$ cat config.mk
export PLATFORM = sky130hd
export DESIGN_NAME = mcle_cluster
export DESIGN_NICKNAME = d
export VERILOG_FILES = /design/src/rtl/mcle_pkg.sv /design/src/rtl/mcle_seq.sv /design/src/rtl/mcle_cfg_mem.sv /design/src/rtl/mcle_elem.sv /design/src/rtl/mcle_cluster.sv
export SDC_FILE = /design/constraint.sdc
export NUM_CORES = 2
export LEC_CHECK = 0
export BUFFER_PORTS_ARGS = -buffer_cell sky130_fd_sc_hd__buf_4
export CELL_PAD_IN_SITES_DETAIL_PLACEMENT = 0
export CELL_PAD_IN_SITES_GLOBAL_PLACEMENT = 2
export CORE_MARGIN = 2
export CORE_UTILIZATION = 50
export DETAILED_ROUTE_END_ITERATION = 8
export PLACE_DENSITY_LB_ADDON = 0.1
export SYNTH_ARGS = -nofsm -noshare
export SYNTH_HDL_FRONTEND = slang
export SYNTH_SLANG_ARGS = --single-unit
$ cat constraint.sdc
create_clock -name clk -period 5.6 [get_ports clk]
set_input_delay 0.28 -clock clk [delete_from_list [all_inputs] [get_ports clk]]
set_output_delay 0.28 -clock clk [all_outputs]
set_load 0.005 [all_outputs]
$ cat src/rtl/mcle_pkg.sv
package mcle_pkg;

    localparam int NUM_ELEM  = 4;
    localparam int NUM_CTX   = 16;
    localparam int LUT_IN    = 4;
    localparam int NUM_FF    = 2;
    localparam int FOLD_MAX  = 16;

    localparam int ELEM_W    = $clog2(NUM_ELEM);
    localparam int CTX_W     = $clog2(NUM_CTX);
    localparam int FOLD_W    = $clog2(FOLD_MAX);
    localparam int TT_W      = 1 << LUT_IN;
    localparam int CFG_W     = TT_W + 2 * NUM_FF + 1;

    // Configuration word; field positions are decoded by the element.
    typedef struct packed {
        logic              out_sel;
        logic [NUM_FF-1:0] wr_en;
        logic [NUM_FF-1:0] src_byp;
        logic [TT_W-1:0]   truth;
    } lecfg_t;

    function automatic logic lut_eval(input logic [TT_W-1:0] tt,
                                      input logic [LUT_IN-1:0] idx);
        return tt[idx];
    endfunction

endpackage

$ cat src/rtl/mcle_seq.sv
module mcle_seq
    import mcle_pkg::*;
(
    input  logic              clk,
    input  logic              rst,
    input  logic              hold,
    input  logic [FOLD_W-1:0] fold_level,
    input  logic [CTX_W-1:0]  stage_last,
    output logic [CTX_W-1:0]  ctx,
    output logic              tick
);
    logic [FOLD_W-1:0] cyc;

    assign tick = !hold && (cyc == fold_level);

    always_ff @(posedge clk) begin
        if (rst || hold) begin
            cyc <= '0;
            ctx <= '0;
        end else if (tick) begin
            cyc <= '0;
            if (ctx == stage_last)
                ctx <= '0;
            else
                ctx <= ctx + 1'b1;
        end else begin
            cyc <= cyc + 1'b1;
        end
    end
endmodule

$ cat src/rtl/mcle_cfg_mem.sv
module mcle_cfg_mem
    import mcle_pkg::*;
(
    input  logic              clk,
    input  logic              rst,
    input  logic              hold,
    input  logic              wr_req,
    input  logic [ELEM_W-1:0] wr_elem,
    input  logic [CTX_W-1:0]  wr_ctx,
    input  lecfg_t            wr_word,
    input  logic [CTX_W-1:0]  rd_ctx,
    output lecfg_t            rd_word [NUM_ELEM]
);
    lecfg_t store [NUM_ELEM][NUM_CTX];
    logic   wr_ok;

    assign wr_ok = wr_req && hold;

    always_ff @(posedge clk) begin
        if (rst) begin
            for (int e = 0; e < NUM_ELEM; e++)
                for (int c = 0; c < NUM_CTX; c++)
                    store[e][c] <= '0;
        end else if (wr_ok) begin
            store[wr_elem][wr_ctx] <= wr_word;
        end
    end

    for (genvar g = 0; g < NUM_ELEM; g++) begin : g_rd
        assign rd_word[g] = store[g][rd_ctx];
    end
endmodule

$ cat src/rtl/mcle_elem.sv
module mcle_elem
    import mcle_pkg::*;
(
    input  logic              clk,
    input  logic              rst,
    input  logic              hold,
    input  lecfg_t            cfg,
    input  logic [LUT_IN-1:0] din,
    input  logic [NUM_FF-1:0] byp,
    output logic              lut_o,
    output logic [NUM_FF-1:0] q,
    output logic              res_o
);
    logic [NUM_FF-1:0] nxt;

    assign lut_o = lut_eval(cfg.truth, din);
    assign res_o = cfg.out_sel ? q[0] : lut_o;

    for (genvar k = 0; k < NUM_FF; k++) begin : g_ff
        assign nxt[k] = cfg.src_byp[k] ? byp[k] : lut_o;

        always_ff @(posedge clk) begin
            if (rst || hold)
                q[k] <= 1'b0;
            else if (cfg.wr_en[k])
                q[k] <= nxt[k];
        end
    end
endmodule

$ cat src/rtl/mcle_cluster.sv
module mcle_cluster
    import mcle_pkg::*;
(
    input  logic                       clk,
    input  logic                       rst,
    input  logic                       hold,
    input  logic [FOLD_W-1:0]          fold_level,
    input  logic [CTX_W-1:0]           stage_last,
    input  logic                       cfg_we,
    input  logic [ELEM_W-1:0]          cfg_elem,
    input  logic [CTX_W-1:0]           cfg_ctx,
    input  logic [CFG_W-1:0]           cfg_data,
    input  logic [NUM_ELEM*LUT_IN-1:0] lut_in,
    input  logic [NUM_ELEM*NUM_FF-1:0] byp_in,
    output logic [CTX_W-1:0]           ctx_idx,
    output logic [NUM_ELEM-1:0]        lut_y,
    output logic [NUM_ELEM*NUM_FF-1:0] ff_q,
    output logic [NUM_ELEM-1:0]        res_y
);
    logic   stage_tick;
    lecfg_t live [NUM_ELEM];

    mcle_seq u_seq (
        .clk        (clk),
        .rst        (rst),
        .hold       (hold),
        .fold_level (fold_level),
        .stage_last (stage_last),
        .ctx        (ctx_idx),
        .tick       (stage_tick)
    );

    mcle_cfg_mem u_mem (
        .clk     (clk),
        .rst     (rst),
        .hold    (hold),
        .wr_req  (cfg_we),
        .wr_elem (cfg_elem),
        .wr_ctx  (cfg_ctx),
        .wr_word (lecfg_t'(cfg_data)),
        .rd_ctx  (ctx_idx),
        .rd_word (live)
    );

    for (genvar e = 0; e < NUM_ELEM; e++) begin : g_le
        mcle_elem u_le (
            .clk   (clk),
            .rst   (rst),
            .hold  (hold),
            .cfg   (live[e]),
            .din   (lut_in[e*LUT_IN +: LUT_IN]),
            .byp   (byp_in[e*NUM_FF +: NUM_FF]),
            .lut_o (lut_y[e]),
            .q     (ff_q[e*NUM_FF +: NUM_FF]),
            .res_o (res_y[e])
        );
    end
endmodule

Word-level counts from Yosys, hierarchy flattened. Memory sizes are Yosys's and may differ from the RTL's. Cells that the tools add are included.

RAM bits: 1344. Memories: 1. Bits in latches: 0. Input port bits: 63. Memory bits (read-only): 0. Register bits: 16. Output and inout port bits: 20.

Equal/unequal tests: 2. Multiplexer cells: 43. Reductions and logical operators: 7. $mul: 0. Shift-type cells: 0. Order comparisons: 7. Add/subtract/negate cells: 2. Divide/modulo/power cells: 0. Bitwise gates (word level): 2.

Memory list: u_mem.store (words 4, width 336, read ports 4, clocked after Yosys merged registers in 0, wr ports 4, RTL line mcle_cfg_mem.sv:14) `lecfg_t store [NUM_ELEM][NUM_CTX];`.

Operators with widths (number): $mux 336 (3); $bmux 21 s4 (4); $reduce_or 336->1 (1); $mux 21 (9); $demux 21 s4 (1); $lt 4x5->1 const B (4); $mux 1 (20); $bmux 1 s4 (4); $ge 5x5->1 const B (2); $not 4->5 (2); $add 4x1->4 const B (2); $eq 4x4->1 (2); $lt 5x1->1 const B (1); $mux 4 (1); $logic_and 1x1->1 (3); $mux 2 (1); $reduce_or 2->1 (1); $logic_not 1->1 (1); $logic_or 1x1->1 (1).

Longest topological paths before layout.
Word-level depth: 8. Depth in mapped cells: 14. Mapped depth without buffers: 8.

Modules after synthesis. From an unflattened synthesis, not the netlist that was laid out.

Cell total of the unflattened synthesis: 4208. Area, all modules: 59806.1 µm².

By module, submodules not included: mcle_cfg_mem (instances 1, cells each 4068, area an instance 58412.3 µm²); mcle_elem (instances 4, cells each 23, area an instance 236.5 µm²); mcle_seq (instances 1, cells each 48, area an instance 447.9 µm²).

Least setup slack after synthesis. No wires, ideal clock.

Path kind: reg-to-output. From: register u_seq.ctx[1]. To: output res_y[0]. Stages on the path, launching flop included: 11. Path buffers: 7. Data required time: 5320 ps. Arrival: 2780 ps. Setup slack: 2540 ps. Cells stage by stage: dfxtp_1 -> buf_6 -> buf_6 -> buf_4 -> buf_6 -> buf_2 -> buf_1 -> mux4_2 -> mux4_2 -> mux2_2 -> buf_4.

Longest elaborated chain between the ends: 7.

RTL lines: start, declared (RTL line mcle_seq.sv:9) `output logic [CTX_W-1:0] ctx,`; start signal, assigned (RTL line mcle_seq.sv:25) `ctx <= ctx + 1'b1;`; $not 4->5 (implied by the code) (*) (RTL line mcle_cfg_mem.sv:30) `assign rd_word[g] = store[g][rd_ctx];`; $bmux 21 s4 (*) (RTL line mcle_cfg_mem.sv:30); $mux 21 (implied by the code) (*) (2 in series) (RTL line mcle_cfg_mem.sv:30); $bmux 1 s4 (RTL line mcle_pkg.sv:25) `return tt[idx];`; $mux 1 (implied by the code) (RTL line mcle_pkg.sv:25); $mux 1 (*) (RTL line mcle_elem.sv:17) `assign res_o = cfg.out_sel ? q[0] : lut_o;`; end, declared (RTL line mcle_cluster.sv:18) `output logic [NUM_ELEM-1:0] res_y`.

Mark *: on every way between the ends. The rest lies on a longest branch, timed or not. The select of a mux whose other input is x is not followed.

Worst setup path in the final report.
From: register u_seq.ctx[0]. To: output res_y[3].

The elaborated chain is that of the path after synthesis.

==> flow_metrics.py <==
metrics = {
    "pwr": {
        "powerDensity_mw_per_mm2": 321,
        "vdd_ir_drop_max_v": 0.000311,
        "leakage_nw": 23.2,
        "finalPower_mw": 22.1,
    },
    "floorplan": {
        "dieWidth_um": 358,
        "core_mm2": 0.124,
        "initial_core_util_pct": 50.5,
        "die_h_um": 358,
        "fp-row-count": 129,
        "ios": 83,
        "dieArea_mm2": 0.128,
    },
    "finish": {
        "drive_gt1_share_pct": 19.5,
        "area_growth_pct": 9.95,
        "fillers": 9735,
        "fin_nets": 4031,
        "regArea_mm2": 0.0407,
        "multi_input_area_mm2": 0.0200,
        "design_area_mm2": 0.0688,
    },
    "routing": {
        "drt_iter0_drc": 3374,
        "drt_wl_total_um": 173000,
        "vias": 34200,
        "drtAntennaViolNets": 0,
        "wire_per_inst_um": 30.2,
        "first_pass_iters": 7,
        "drcViolationCount": 0,
        "via_per_inst": 5.99,
    },
    "placed_design": {
        "dp_hpwl_um": 97700,
        "numPortBuffers": 82,
        "place_area_mm2": 0.0642,
        "gp_congestion": 0.783,
    },
    "yosys": {
        "synth_most_common_cell": "and2_1",
        "synth_area_mm2": 0.0625,
        "ys_types": 57,
        "syn_area_per_cell_um2": 15.5,
        "synth_ff_type": "edfxtp_1",
        "synth_top_area_share_pct": 64.5,
        "yosys_warnings": 0,
        "syn_inst": 4044,
        "synth.area.top_cells": "edfxtp_1 (65%), and2_1 (13%), mux4_2 (12%)",
        "ys_seq_area_share_pct": 65.0,
        "synth_common_cells": "and2_1 (1,348), edfxtp_1 (1,344), mux4_2 (336)",
        "async_flop_share_pct": 0,
        "yosysTopAreaCell": "edfxtp_1",
        "synth_edf_count": 1344,
        "ys_seq_elements": 1360,
        "syn_nets": 4109,
    },
    "clock_network": {
        "cts.sink_count": 1360,
        "root_buffer": "clkbuf_16",
        "post_cts_buffers": 0,
        "clk_pin_slew_ns": 0.06,
        "cts_tree": "yes",
        "clockBufferDepth": 3,
        "cts_made_buffers": 146,
        "h-tree-depth": 4,
        "clkLatencyLatePin_ns": 0.77,
    },
    "timing": {
        "relSlewSlack_pct": 32.8,
        "max_clock_freq_mhz": 198,
        "slew_violations": 0,
        "rsz0062_at_grt": "false",
        "period_needed_ns": 5.05,
        "final.period_utilization_pct": 90.2,
        "fin_skew_ns": 0.0198,
        "finalSetupTns_ns": 0,
        "hold_violations": 0,
        "tightestPinTransition_ns": 1.01,
        "setup_violations": 0,
    },
    "worst_setup_path": {
        "r2r_start": "u_seq.ctx[0]",
        "cp_slowest_cell": "dfxtp_4",
        "max_stage_delay_ns": 0.99,
        "r2r_slack_ns": 1.70,
        "required_ns": 5.32,
        "cp-start-kind": "register",
        "r2r_end": "g_le[3].u_le.q[1]",
        "crit_top_cell": "buf_4",
        "crit_type": "register to primary output",
        "crit_chain": "buf_4 -> mux4_1 -> mux4_2 -> o22ai_1 -> o32ai_1 -> a311o_1 -> mux2_2 -> buf_4",
        "crit_fanout": 41,
        "rr_worst_depth": 7,
        "arrival_ns": 4.77,
        "end_kind": "primary output",
    },
    "global_route": {
        "gr-total-overflow": 0,
        "grt_usage_pct": 27.5,
        "grt_pass1_vias": 35600,
        "grt_max_degree": 105,
        "grt_pass1_wl_um": 251000,
        "grt_antenna_before_repair": 6,
    },
    "min_path": {
        "hp-class": "primary input to register",
        "holdPathStages": 4,
        "hold_path_end": "u_seq.cyc[1]",
        "min_from": "fold_level[3]",
    },
    "run_status": {
        "status": "finished clean",
    },
    "flow_run": {
        "cap_violations": 0,
    },
}
-- sequential cells by signal, summed over array words and instances (netlist names) --
signal / flops
g_le.u_le.q: 8
u_seq.cyc: 4
u_seq.ctx: 4
u_mem.store: 1344
-- cells in the final DEF (no fill, tap or decap), types with 27 or more instances in the layout --
master and instances:
nor2_1 91, clkbuf_16 155, a22oi_1 59, nand2_1 57, mux4_2 336, or2_2 65, clkbuf_1 50, buf_4 168
mux2i_1 48, edfxtp_1 1344, clkinv_2 27, and2_1 1348
-- per-layer routing --
layer  wire length, µm  track usage (%)
met4              3640             7.05
met2             85600             45.7
met1             72700             38.0
met3             10700             4.66
met5                27                0
-- cell families (layout without fill, tap and decap cells) --
kind of cell    after synthesis  after routing  synth area share (%)
flops                      1360           1360                  65.0
fa+ha+maj                     2              2                0.0400
mux                         409            409                  13.7
other cells                   0              5                     0
xor+xnor                     10             10                 0.140
simple gates               1662           1662                  16.0
buf+inv                     424            458                  3.07
compound gates              177            177                  2.03
-- cell type report --
type | count | share of cell area (%)
flip-flops and latches | 1360 | 59.2
multi-input cells | 2260 | 29.0
clock buffers | 207 | 5.95
well taps | 1637 | 2.98
repair buffers | 186 | 2.23
clock inverters | 53 | 0.557
inverters | 12 | 0.0655
diodes | 5 | 0.0182
-- through the flow --
stage | hold WS, ns | utilization (%) | instances | worst slack, ns
3_3_place_gp | 0.455 | 51.8 | 5446 | 1.28
4_1_cts | 0.0250 | 55.5 | 5715 | 0.400
6_report | 0.0737 | 55.5 | 5720 | 0.548
5_1_grt | 0.100 | 55.5 | 5715 | 0.259
2_1_floorplan | 0.440 | - | 4044 | 2.54
3_5_place_dp | 0.473 | 51.8 | 5446 | 1.24
-- worst max-delay path by stage --
stage                           to    startpoint
final                     res_y[3]  u_seq.ctx[0]
after global routing      res_y[2]  u_seq.ctx[0]
after CTS                 res_y[3]  u_seq.ctx[0]
after detailed placement  res_y[3]  u_seq.ctx[0]
after global placement    res_y[3]  u_seq.ctx[0]
after floorplan           res_y[0]  u_seq.ctx[1]
-- critical path: cells and delay by family (launching register included) --
kind	cells	cell delay [ns]
flops	1	0.99
buf+inv	2	0.74
compound gates	3	0.83
mux	3	1.39
-- where the power goes --
group	leakage [nW]	internal, mW	switching [mW]	total, mW
Clock	2.20	5.30	3.92	9.23
Sequential	12.9	11.7	0.142	11.8
Combinational	8.13	0.329	0.688	1.02
-- what timing repair did --
item | in CTS | in global routing
hold buffers | 9 | 0
gates resized for setup | 0 | 0
hold endpoints to repair | 9 | 0
Note: power is estimated with default switching activity, not from simulation.
